[src/rtl/evt_pkg.sv]
package evt_pkg;
    localparam int REG_W = 8;
    localparam int ADDR_W = 3;
    localparam logic [ADDR_W-1:0] A_POL = 3'd4;
    localparam logic [ADDR_W-1:0] A_SUM = 3'd5;
    localparam logic [ADDR_W-1:0] A_IEN = 3'd6;
    localparam logic [ADDR_W-1:0] A_VEC = 3'd7;

    typedef enum logic [1:0] {
        CH_IDLE    = 2'd0,
        CH_ARMED   = 2'd1,
        CH_LATCHED = 2'd2,
        CH_HELD    = 2'd3
    } ch_state_t;
endpackage

[src/rtl/evt_chan.sv]
module evt_chan
    import evt_pkg::*;
(
    input  logic clk,
    input  logic rst_n,
    input  logic srst,
    input  logic din,
    input  logic pol_fall,
    input  logic wr_hit,
    input  logic wr_bit,
    output logic latched,
    output logic armed,
    output logic held
);
    ch_state_t state_q, state_d;
    logic      prev_q;
    logic      edge_seen;

    assign edge_seen = pol_fall ? (prev_q & ~din) : (~prev_q & din);

    // state register
    always_ff @(posedge clk or negedge rst_n) begin
        if (!rst_n) begin
            state_q <= CH_IDLE;
            prev_q  <= 1'b0;
        end else begin
            prev_q <= din;
            if (srst) state_q <= CH_IDLE;
            else      state_q <= state_d;
        end
    end

    // next state
    always_comb begin
        state_d = state_q;
        unique case (state_q)
            CH_IDLE: begin
                if (wr_hit && wr_bit) state_d = CH_ARMED;
            end
            CH_ARMED: begin
                if (wr_hit && !wr_bit) state_d = edge_seen ? CH_HELD : CH_IDLE;
                else if (edge_seen)    state_d = CH_LATCHED;
            end
            CH_LATCHED: begin
                if (wr_hit && !wr_bit) state_d = edge_seen ? CH_HELD : CH_IDLE;
            end
            CH_HELD: begin
                if (wr_hit) state_d = wr_bit ? CH_LATCHED : CH_IDLE;
            end
            default: state_d = CH_IDLE;
        endcase
    end

    // outputs
    always_comb begin
        latched = (state_q == CH_LATCHED);
        armed   = (state_q == CH_ARMED);
        held    = (state_q == CH_HELD);
    end
endmodule

[src/rtl/evt_regs.sv]
module evt_regs
    import evt_pkg::*;
#(
    parameter int NIBBLES = 8
) (
    input  logic               clk,
    input  logic               rst_n,
    input  logic               wr_en,
    input  logic [ADDR_W-1:0]  addr,
    input  logic [REG_W-1:0]   wdata,
    output logic [NIBBLES-1:0] pol_q,
    output logic               ien_q,
    output logic [REG_W-1:0]   vec_q,
    output logic               srst_q
);
    always_ff @(posedge clk or negedge rst_n) begin
        if (!rst_n) begin
            pol_q  <= '0;
            ien_q  <= 1'b0;
            vec_q  <= '0;
            srst_q <= 1'b0;
        end else begin
            srst_q <= wr_en && (addr == A_IEN) && wdata[1];
            if (wr_en && addr == A_IEN) ien_q <= wdata[0];
            if (wr_en && addr == A_VEC) vec_q <= wdata;
            if (srst_q)                      pol_q <= '0;
            else if (wr_en && addr == A_POL) pol_q <= wdata[NIBBLES-1:0];
        end
    end
endmodule

[src/rtl/evt_sense_irq.sv]
module evt_sense_irq
    import evt_pkg::*;
(
    input  logic              clk,
    input  logic              rst_n,
    input  logic              wr_en,
    input  logic [2:0]        addr,
    input  logic [7:0]        wdata,
    output logic [7:0]        rdata,
    input  logic [31:0]       din,
    output logic              irq
);
    localparam int PORTS   = 4;
    localparam int LINES   = PORTS * REG_W;
    localparam int NIB_W   = 4;
    localparam int NIBBLES = LINES / NIB_W;

    logic [NIBBLES-1:0] pol_q;
    logic               ien_q;
    logic [REG_W-1:0]   vec_q;
    logic               srst_q;
    logic [LINES-1:0]   lat_vec, arm_vec, held_vec;
    logic [REG_W-1:0]   summary;

    evt_regs #(.NIBBLES(NIBBLES)) u_regs (
        .clk(clk), .rst_n(rst_n), .wr_en(wr_en), .addr(addr), .wdata(wdata),
        .pol_q(pol_q), .ien_q(ien_q), .vec_q(vec_q), .srst_q(srst_q)
    );

    for (genvar i = 0; i < LINES; i++) begin : g_line
        logic hit;
        assign hit = wr_en && !srst_q && (addr == ADDR_W'(i / REG_W));
        evt_chan u_chan (
            .clk(clk), .rst_n(rst_n), .srst(srst_q), .din(din[i]),
            .pol_fall(pol_q[i / NIB_W]), .wr_hit(hit), .wr_bit(wdata[i % REG_W]),
            .latched(lat_vec[i]), .armed(arm_vec[i]), .held(held_vec[i])
        );
    end

    always_comb begin
        summary = '0;
        for (int p = 0; p < PORTS; p++)
            summary[p] = |lat_vec[p*REG_W +: REG_W];
        summary[REG_W-1] = |lat_vec;
    end

    assign irq = ien_q & summary[REG_W-1];

    always_comb begin
        unique case (addr)
            3'd0, 3'd1, 3'd2, 3'd3: rdata = lat_vec[addr[1:0]*REG_W +: REG_W];
            A_POL:   rdata = pol_q;
            A_SUM:   rdata = summary;
            A_IEN:   rdata = {7'b0, ien_q};
            A_VEC:   rdata = vec_q;
            default: rdata = '0;
        endcase
    end
endmodule

[config.mk]
export PLATFORM = sky130hd
export DESIGN_NAME = evt_sense_irq
export DESIGN_NICKNAME = d
export VERILOG_FILES = /design/src/rtl/evt_pkg.sv /design/src/rtl/evt_chan.sv /design/src/rtl/evt_regs.sv /design/src/rtl/evt_sense_irq.sv
export SDC_FILE = /design/constraint.sdc
export NUM_CORES = 1
export LEC_CHECK = 0
export BUFFER_PORTS_ARGS = -buffer_cell sky130_fd_sc_hd__buf_2
export CORE_ASPECT_RATIO = 0.9
export CORE_MARGIN = 4
export CORE_UTILIZATION = 55
export DETAILED_ROUTE_END_ITERATION = 6
export PLACE_DENSITY = 0.85
export SLEW_MARGIN = 20
export SYNTH_ARGS = -nofsm -noshare
export SYNTH_HDL_FRONTEND = slang
export SYNTH_SLANG_ARGS = --single-unit
[constraint.sdc]
create_clock -name clk -period 4.1 [get_ports clk]
set_clock_uncertainty 0.1 [all_clocks]
set_input_delay 0.615 -clock clk [delete_from_list [all_inputs] [get_ports clk]]
set_output_delay 0.615 -clock clk [all_outputs]
set_load 0.02 [all_outputs]
==> run_results.csv, run 1 <==
group,metric,value,unit
outcome,outcome,"finished, final reports clean",
detailed_routing,drt_first_pass_iters,5,
pwr,clockPowerShare,32.2,%
cts,clk_pin_slew,50,ps
yosys,synth_top_cell_by_area,"dfrtp_1",
sta,hold_viol,0,
yosys,syn_inst,809,
sta,setup_viol,0,
die,die_h,116,um
worst_setup_path,worstPathRequired,3380,ps
die,die_area,14800,sq um
die,dieWidth,128,um
yosys,synth_area,7080,sq um
place,post-dp-hpwl,12900,um
worst_setup_path,r2r_slack,1100,ps
pwr,p_sw_share,35.4,%
die,core,12600,sq um
yosys,ys_seq_area_share,40.3,%
final_layout,final_util,63.3,%
yosys,synth_warnings,0,
grt,grt_max_degree,62,
final_layout,area_growth,12.9,%
yosys,synth_cell_types,59,
hold_path,hold_class,"primary input to async pin",
worst_setup_path,arrival,2510,ps
sta,fmax,0.310,GHz
pwr,leakagePower,3.12,nW
pwr,p_switching,0.00166,W
yosys,syn_avg_cell_area,8.75,sq um
cts,clock_sinks,114,
worst_setup_path,path_class,"register to output port",
place,io_buffers,54,
cts,htreeDepth,4,
yosys,synth_edf_count,0,
detailed_routing,wl,19300,um
yosys,yosysTopAreaCellShare,40.3,%
die,start_util,56.0,%
worst_setup_path,critPathCaptureType,"output port",
pwr,vdd_ir_drop_max,0.000421,V
sta,final_max_slew_viol_count,0,
final_layout,regArea,2850,sq um
grt,grt_usage,27.1,%
detailed_routing,drc,0,
cts,cts_max_path_buffers,2,
sta,period_share,78.6,%
detailed_routing,drt_iter0_drc,615,
pwr,sequentialPowerShare,38.0,%
yosys,async_reset_ff_share,100,%
final_layout,fin_nets,885,
detailed_routing,antenna_left,0,
worst_setup_path,rr_endpoint,"g_line[30].u_chan.state_q[0]$_DFFE_PN0P_",
detailed_routing,num_vias,6534,
pwr,power_density,586,nW/um^2
cts,cts_tree,"done",
yosys,ys_seq_elements,114,
sta,rsz0062_at_grt,"false",
detailed_routing,viasPerCell,6.43,
yosys,synth_area_leaders,"dfrtp_1 40%, o21ai_0 6.3%, nor2b_1 6.0%",
place,gp_congestion,0.955,
cts,numCtsBuffers,17,
worst_setup_path,crit_fanout,5,
worst_setup_path,crit_path_start_kind,"register",
worst_setup_path,cp-endpoint,"rdata[7]",
detailed_routing,wl_per_cell,19.0,um
sta,tightest_slew,941,ps
final_layout,n_fill_cell,1064,
cts,ctsResizeCount,0,
cts,hold_buffers,0,
flow_run,maxCapViolCount,0,
grt,grt_first_pass_wirelength,31300,um
sta,fin_crit,3220,ps
sta,slew_headroom,37.2,%
worst_setup_path,r2r_cells,7,
final_layout,layout-drive-gt1-share,13.8,%
cts,cts_setup_buffers,0,
sta,final.setup.tns,0,ps
yosys,synth_top_flop_cell,"dfrtp_1",
cts,root_buffer,"clkbuf_16",
pwr,p_int,0.00303,W
final_layout,multi_input_area,3940,sq um
cts,clkLatencyLatePin,430,ps
pwr,share_comb_of_total_power,29.8,%
grt,grt_remaining_overflow,0,
grt,grt_pass1_vias,6041,
yosys,synth.net_count,855,
worst_setup_path,timing.rr.start,"u_regs.srst_q$_DFF_PN0_",
grt,antenna_found_initial,0,
die,io_pins,55,
final_layout,num_antenna_cells,0,
worst_setup_path,cp-startpoint,"g_line[6].u_chan.state_q[1]$_DFFE_PN0P_",
die,placementRows,39,
-- sequential cells by signal, indices dropped and copies added, names as in the netlist --
signal                 count
g_line.u_chan.state_q     64
u_regs.srst_q              1
u_regs.vec_q               8
g_line.u_chan.prev_q      32
u_regs.pol_q               8
u_regs.ien_q               1
-- through the flow --
stage | hold WS [ps] | cells | power, W | setup WS [ps] | instance area, sq um
3_5_place_dp | 372 | 984 | 0.00315 | 1070 | 7400
6_report | 175 | 1016 | 0.00468 | 876 | 7990
2_1_floorplan | 219 | 809 | 0.00273 | 1410 | 7080
4_1_cts | 199 | 1016 | 0.00467 | 888 | 7990
5_1_grt | 205 | 1016 | 0.00494 | 805 | 7990
3_3_place_gp | 359 | 984 | 0.00309 | 1150 | 7400
-- area by class of cell --
cell class                 count  share of cell area [%]
inverter                      15                   0.704
timing repair buffer          62                    4.32
clock inverter                10                    1.69
clock buffer                  22                    5.68
sequential                   114                    35.7
multi-input combinational    629                    49.3
tap                          164                    2.57
-- how the worst min path moves through the flow --
stage | from | to | cells after the start
floorplan | rst_n | g_line[0].u_chan.prev_q$_DFF_PN0_ | 0
global placement | u_regs.vec_q[2]$_DFFE_PN0P_ | u_regs.vec_q[2]$_DFFE_PN0P_ | 2
detailed placement | u_regs.vec_q[2]$_DFFE_PN0P_ | u_regs.vec_q[2]$_DFFE_PN0P_ | 2
CTS | rst_n | g_line[3].u_chan.prev_q$_DFF_PN0_ | 1
global route | din[24] | g_line[24].u_chan.prev_q$_DFF_PN0_ | 1
finish | rst_n | g_line[3].u_chan.prev_q$_DFF_PN0_ | 1
-- cell families (layout without fill, tap and decap cells) --
kind of cell | after synthesis | in the layout | share of synthesized area [%]
muxes | 35 | 35 | 6.68
AOI/OAI and AO/OA | 272 | 272 | 23.6
and+or+nand+nor | 315 | 315 | 24.5
buffers and inverters | 66 | 109 | 4.03
xor gates and xnor gates | 7 | 7 | 0.866
DFF | 114 | 114 | 40.3
-- cell usage in the layout (no fill, tap or decap), types with 6 or more instances in the layout --
cell / n
a21oi_1: 71
o21a_1: 6
o21bai_1: 6
nor2_1: 50
mux2i_1: 18
a311oi_1: 10
buf_4: 8
a22o_1: 11
buf_2: 53
mux2_2: 8
nor4_1: 29
nand3b_1: 14
mux4_2: 9
a32oi_1: 8
dfrtp_1: 113
a22oi_1: 10
and3b_1: 6
a211o_1: 7
o22ai_1: 24
nand3_1: 9
nor3b_1: 8
inv_1: 14
xnor2_1: 6
or2_2: 7
nor2b_1: 68
o21ai_0: 89
nor3_1: 6
nand2b_1: 38
nand2_1: 61
clkbuf_16: 17
-- critical path: stages (launching register included) --
cell	delay, ps
dfrtp_1	440
nor2b_1	190
nor4_1	320
nand2_1	130
nor4_1	510
o221ai_1	260
buf_2	210
-- power by group through the flow --
stage          Sequential, W  Clock [W]  Combinational [W]
2_1_floorplan        0.00166          0            0.00108
3_3_place_gp         0.00176          0            0.00133
3_5_place_dp         0.00178          0            0.00137
4_1_cts              0.00177    0.00151            0.00139
5_1_grt              0.00183    0.00157            0.00153
6_report             0.00178    0.00151            0.00140
-- synthesized netlist by cell type (5+ instances only) --
cell,number
dfrtp_1,114
o21ai_0,89
a21oi_1,71
nor2b_1,68
nand2_1,61
nor2_1,50
clkbuf_1,39
nand2b_1,38
nor4_1,29
o22ai_1,24
mux2i_1,18
inv_1,14
nand3b_1,14
a22o_1,11
a22oi_1,10
a311oi_1,10
mux4_2,9
nand3_1,9
a32oi_1,8
mux2_2,8
nor3b_1,8
a211o_1,7
or2_2,7
and3b_1,6
buf_2,6
nor3_1,6
o21a_1,6
o21bai_1,6
xnor2_1,6
a31oi_1,5
or3_1,5
-- routing by layer --
| layer | up-vias | global-route usage [%] | share of wire [%] | wire length [um] |
|---|---|---|---|---|
| met5 | - | 0 | 0 | 0 |
| met4 | 0 | 10.0 | 2.2 | 434 |
| met3 | 38 | 6.22 | 7.7 | 1480 |
| met2 | 281 | 42.5 | 47 | 9070 |
| met1 | 3181 | 37.1 | 43 | 8300 |
| li1 | 3034 | - | - | - |
No activity file was read; power rests on OpenSTA's default activity.
==> run 2: changes to the inputs <==
==> constraint.sdc (replaced) <==
create_clock -name clk -period 3 [get_ports clk]
set_clock_uncertainty 0.1 [all_clocks]
set_input_delay 0.45 -clock clk [delete_from_list [all_inputs] [get_ports clk]]
set_output_delay 0.45 -clock clk [all_outputs]
set_load 0.02 [all_outputs]
==> run_results.csv, run 2 (synthesized netlist as in run 1, its figures left out) <==
group,metric,value,unit
outcome,outcome,"finished, final reports clean",
worst_setup_path,path_class,"register to output port",
sta,setup_viol,0,
die,placementRows,39,
place,post-dp-hpwl,13100,um
pwr,leakagePower,3.17,nW
grt,grt_first_pass_wirelength,31700,um
sta,fmax,0.354,GHz
worst_setup_path,path_cells,"nor2b_1 > nor4_1 > nand2_1 > nor4_2 > o221ai_1 > buf_2",
cts,numCtsBuffers,17,
cts,root_buffer,"clkbuf_16",
pwr,vdd_ir_drop_max,0.000471,V
sta,tightest_slew,764,ps
grt,grt_pass1_vias,6113,
worst_setup_path,crit_path_top_delay_cell,"dfrtp_1",
final_layout,num_antenna_cells,0,
final_layout,final_cell_mix,"113 x dfrtp_1, 89 x o21ai_0, 71 x a21oi_1",
worst_setup_path,critPathCaptureType,"output port",
final_layout,area_growth,14.1,%
detailed_routing,drt_iter0_drc,608,
place,io_buffers,54,
worst_setup_path,cpLargestDelayFamily,"simple AND/OR/NAND/NOR gates",
die,die_area,14800,sq um
grt,antenna_found_initial,0,
sta,fin_crit,2830,ps
sta,setup_slack,171,ps
final_layout,largest_reg_flops,64,
die,dieWidth,128,um
detailed_routing,antenna_left,0,
sta,final_max_slew_viol_count,0,
cts,clkLatencyLatePin,410,ps
sta,period_share,94.3,%
worst_setup_path,worstPathRequired,2450,ps
sta,slew_headroom,49.0,%
final_layout,layout_commonest_cell,"dfrtp_1",
place,gp_congestion,0.990,
worst_setup_path,crit_path_start_kind,"register",
final_layout,fin_area,8080,sq um
cts,clk_pin_slew,60,ps
grt,grt_usage,27.1,%
cts,htreeDepth,4,
grt,grt_max_degree,49,
final_layout,reg_top3,"g_line.u_chan.state_q: 64 flops, g_line.u_chan.prev_q: 32 flops",
cts,cts_tree,"done",
detailed_routing,viasPerCell,6.42,
detailed_routing,drc,0,
die,core,12600,sq um
die,die_h,116,um
place,post-place-ws,421,ps
sta,rsz0062_at_grt,"false",
detailed_routing,wl,19300,um
final_layout,final_util,63.9,%
sta,hold_viol,0,
detailed_routing,wl_per_cell,18.8,um
final_layout,fin_nets,896,
worst_setup_path,crit_fanout,7,
final_layout,layout-drive-gt1-share,15.4,%
final_layout,largest-register,"g_line.u_chan.state_q",
flow_run,maxCapViolCount,0,
worst_setup_path,arrival,2280,ps
pwr,power_density,799,nW/um^2
die,start_util,56.0,%
cts,cts_max_path_buffers,2,
sta,final.setup.tns,0,ps
die,io_pins,55,
cts,clock_sinks,114,
grt,grt_remaining_overflow,0,
hold_path,hold_class,"primary input to register",
worst_setup_path,path_buf_inv,1,
place,place_area,7480,sq um
worst_setup_path,slowest_delay,440,ps
detailed_routing,num_vias,6594,
detailed_routing,drt_first_pass_iters,5,
[run 2: cell types whose count changed in the layout (fill, tap and decap cells not counted), sizes merged]
| cell | delta |
|---|---|
| dlygate4sd3 | +1 |
| clkinv | +2 |
| bufinv | -1 |
| clkinvlp | +1 |
| buf | +10 |
| inv | +3 |
| clkbuf | -5 |
[run 2: area by class of cell]
type	instances	area, sq um
flip-flops and latches	114	2850
clock inverters	15	160
multi-input cells	629	3950
well taps	164	205
inverters	15	56.3
fillers	1030	4560
clock buffers	17	425
repair buffers	73	430
[run 2: routing by layer]
| metal | share of wire, % | track usage (%) | up-vias |
|---|---|---|---|
| li1 | - | - | 3060 |
| met1 | 43 | 36.9 | 3227 |
| met2 | 47 | 43.6 | 263 |
| met3 | 7.9 | 5.76 | 44 |
| met4 | 2.3 | 8.91 | 0 |
| met5 | 0 | 0 | - |
[run 2: worst register-to-register path, delay by kind of cell, from the launching register on]
family	cells	cell delay (ps)
and+or+nand+nor	3	1280
DFF	1	460
AOI/OAI and AO/OA	2	350
[run 2: worst paths after layout]
| path | startpoint | to | slack [ps] | cells after the start |
|---|---|---|---|---|
| setup / recovery | g_line[7].u_chan.state_q[1]$_DFFE_PN0P_ | rdata[7] | 170 | 6 |
| hold / removal | din[11] | g_line[11].u_chan.prev_q$_DFF_PN0_ | 60 | 1 |
| hold reg to reg | u_regs.vec_q[1]$_DFFE_PN0P_ | u_regs.vec_q[1]$_DFFE_PN0P_ | 410 | 2 |
| min in group asynchronous | rst_n | g_line[0].u_chan.prev_q$_DFF_PN0_ | 500 | 2 |
| setup reg to reg | u_regs.srst_q$_DFF_PN0_ | g_line[11].u_chan.state_q[0]$_DFFE_PN0P_ | 720 | 5 |
| max in group asynchronous | rst_n | g_line[10].u_chan.state_q[1]$_DFFE_PN0P_ | 1470 | 3 |
[run 2: where the power goes]
part           switching, W  internal [W]
logic               0.00105      0.000964
registers          0.000529       0.00191
clock network      0.000781       0.00123
total               0.00236       0.00410
[run 2: per-stage QoR]
| step | hold slack [ps] | cells | total power [W] |
|---|---|---|---|
| detailed placement | 382 | 994 | 0.00439 |
| finish | 62.5 | 1027 | 0.00646 |
| global placement | 369 | 994 | 0.00431 |
| global route | 53.9 | 1027 | 0.00680 |
| floorplan | 54.4 | 809 | 0.00373 |
| CTS | 52.5 | 1027 | 0.00642 |
[run 2: what timing repair did]
item / CTS / global route
resized for setup: 0 / 1
setup buffers: 0 / 0
endpoints found under the hold margin: 39 / 0
hold buffers: 1 / 0
endpoints found under the setup margin: 0 / 1
==> run 3: changes to the inputs <==
--- a/config.mk
+++ b/config.mk
@@ -10,7 +10,7 @@
 export CORE_MARGIN = 4
 export CORE_UTILIZATION = 55
 export DETAILED_ROUTE_END_ITERATION = 6
-export PLACE_DENSITY = 0.85
+export PLACE_DENSITY = 0.88
 export SLEW_MARGIN = 20
 export SYNTH_ARGS = -nofsm -noshare
 export SYNTH_HDL_FRONTEND = slang
==> constraint.sdc (replaced) <==
create_clock -name clk -period 2.4 [get_ports clk]
set_clock_uncertainty 0.1 [all_clocks]
set_input_delay 0.36 -clock clk [delete_from_list [all_inputs] [get_ports clk]]
set_output_delay 0.36 -clock clk [all_outputs]
set_load 0.02 [all_outputs]
==> run_results.csv, run 3 (synthesized netlist as in run 1, its figures left out) <==
group,metric,value,unit
outcome,outcome,"complete, but fails checks",
outcome,violations,"negative setup slack",
sta,tightest_slew,635,ps
final_layout,regArea,2870,sq um
final_layout,largest-register,"g_line.u_chan.state_q",
final_layout,final_cell_mix,"101 x dfrtp_1, 88 x o21ai_0, 69 x buf_4",
cts,numCtsBuffers,17,
grt,grt_first_pass_wirelength,34900,um
pwr,leakagePower,3.78,nW
flow_run,maxCapViolCount,0,
final_layout,num_antenna_cells,0,
grt,grt_max_degree,44,
pwr,power_density,1010,nW/um^2
place,gp_congestion,0.936,
worst_setup_path,critPathCaptureType,"output port",
detailed_routing,antenna_left,0,
place,io_buffers,54,
detailed_routing,num_vias,7209,
cts,clock_sinks,114,
final_layout,fin_nets,987,
final_layout,reg_top3,"g_line.u_chan.state_q: 64 flops, g_line.u_chan.prev_q: 32 flops",
sta,setup_slack,-181,ps
grt,grt_remaining_overflow,0,
hold_path,hold_class,"primary input to register",
final_layout,layout_commonest_cell,"dfrtp_1",
cts,cts_tree,"done",
sta,slew_headroom,57.2,%
sta,hold_viol,0,
sta,holdWs,196,ps
worst_setup_path,path_class,"register to output port",
grt,grtUsageMet3,8.20,%
pwr,vdd_ir_drop_max,0.000684,V
die,start_util,56.0,%
worst_setup_path,arrival,2120,ps
grt,grt_pass1_vias,6783,
final_layout,multi_input_area,4240,sq um
grt,top_usage_layer,"met2",
final_layout,layout-drive-gt1-share,26.1,%
die,io_pins,55,
cts,htreeDepth,4,
final_layout,largest_reg_flops,64,
worst_setup_path,crit_path_start_kind,"register",
grt,grt_usage,30.1,%
detailed_routing,wl,22400,um
grt,grt_util_met2,48.4,%
final_layout,final_util,73.1,%
cts,clk_pin_slew,60,ps
worst_setup_path,r2r_slack,160,ps
cts,cts_max_path_buffers,2,
final_layout,fin_area,9240,sq um
die,core,12600,sq um
worst_setup_path,crit_fanout,2,
detailed_routing,wl_per_cell,20.0,um
final_layout,n_fill_cell,846,
pwr,fin_total_pwr,0.00933,W
die,placementRows,39,
sta,fin_crit,2580,ps
sta,rsz0062_at_grt,"true",
place,post-dp-hpwl,13700,um
detailed_routing,drt_iter0_drc,858,
sta,final.setup.tns,-398,ps
detailed_routing,drt_first_pass_iters,5,
place,place_area,7790,sq um
detailed_routing,viasPerCell,6.45,
die,dieWidth,128,um
grt,gr-usage-met1,38.0,%
sta,final_max_slew_viol_count,0,
grt,antenna_found_initial,0,
die,die_area,14800,sq um
sta,setup_viol,4,
worst_setup_path,worstPathRequired,1940,ps
sta,fmax,0.387,GHz
sta,period_share,108,%
final_layout,area_growth,30.4,%
detailed_routing,drc,0,
cts,root_buffer,"clkbuf_16",
die,die_h,116,um
cts,clkLatencyLatePin,420,ps
## run 3: cell count changes in the layout (fill, tap and decap cells not counted), sizes merged
cell | previous run | this run
buf | 72 | 131
dlygate4sd3 | 1 | 33
inv | 17 | 14
bufinv | 2 | 3
clkbuf | 17 | 20
clkinvlp | 5 | 1
clkinv | 6 | 9
## run 3: final timing paths
path | from | to | cells after the start
max in group asynchronous | rst_n | g_line[12].u_chan.state_q[1]$_DFFE_PN0P_ | 3
min in group asynchronous | rst_n | g_line[0].u_chan.prev_q$_DFF_PN0_ | 2
worst min-delay path | wr_en | u_regs.srst_q$_DFF_PN0_ | 3
worst min register to register | u_regs.vec_q[2]$_DFFE_PN0P_ | u_regs.vec_q[2]$_DFFE_PN0P_ | 2
worst max register to register | u_regs.srst_q$_DFF_PN0_ | g_line[27].u_chan.state_q[0]$_DFFE_PN0P_ | 7
worst max-delay path | g_line[18].u_chan.state_q[1]$_DFFE_PN0P_ | rdata[7] | 6
## run 3: final cells by class
| cell class | instances | area share, % |
|---|---|---|
| Clock inverter | 12 | 1.49 |
| Inverter | 15 | 0.610 |
| Tap cell | 164 | 2.22 |
| Clock buffer | 20 | 4.94 |
| Multi-Input combinational cell | 629 | 45.9 |
| Sequential cell | 114 | 31.1 |
| Timing Repair Buffer | 164 | 13.7 |
## run 3: what timing repair did
item	in CTS	in global routing
buffers inserted	16	5
endpoints found under the setup margin	8	10
hold buffers	33	0
pin swaps	17	11
endpoints found under the hold margin	70	0
resized for setup	50	51
## run 3: layer usage
metal / vias to the layer above / part of all wire, %
met4: 0 / 4.3
met5: - / 0
met2: 413 / 47
met1: 3461 / 39
li1: 3247 / -
met3: 88 / 9.8
## run 3: power by group
group	internal (W)	total, W	switching, W
logic	0.00195	0.00382	0.00187
registers	0.00240	0.00291	0.000512
clock network	0.00167	0.00259	0.000919
total	0.00602	0.00933	0.00330
## run 3: metrics by stage
| stage | cells | setup slack [ps] |
|---|---|---|
| finish | 1118 | -181 |
| global route | 1118 | -256 |
| floorplan | 809 | 219 |
| CTS | 1115 | -132 |
| global placement | 1034 | 40.8 |
| detailed placement | 1034 | 39.7 |
## run 3: worst max-delay path: stages, from the launching register on
cell      delay, ps
dfrtp_1         390
nor2b_4         150
nor4_4          330
nand2_2         140
nor4_4          340
o221ai_2        170
buf_2           190
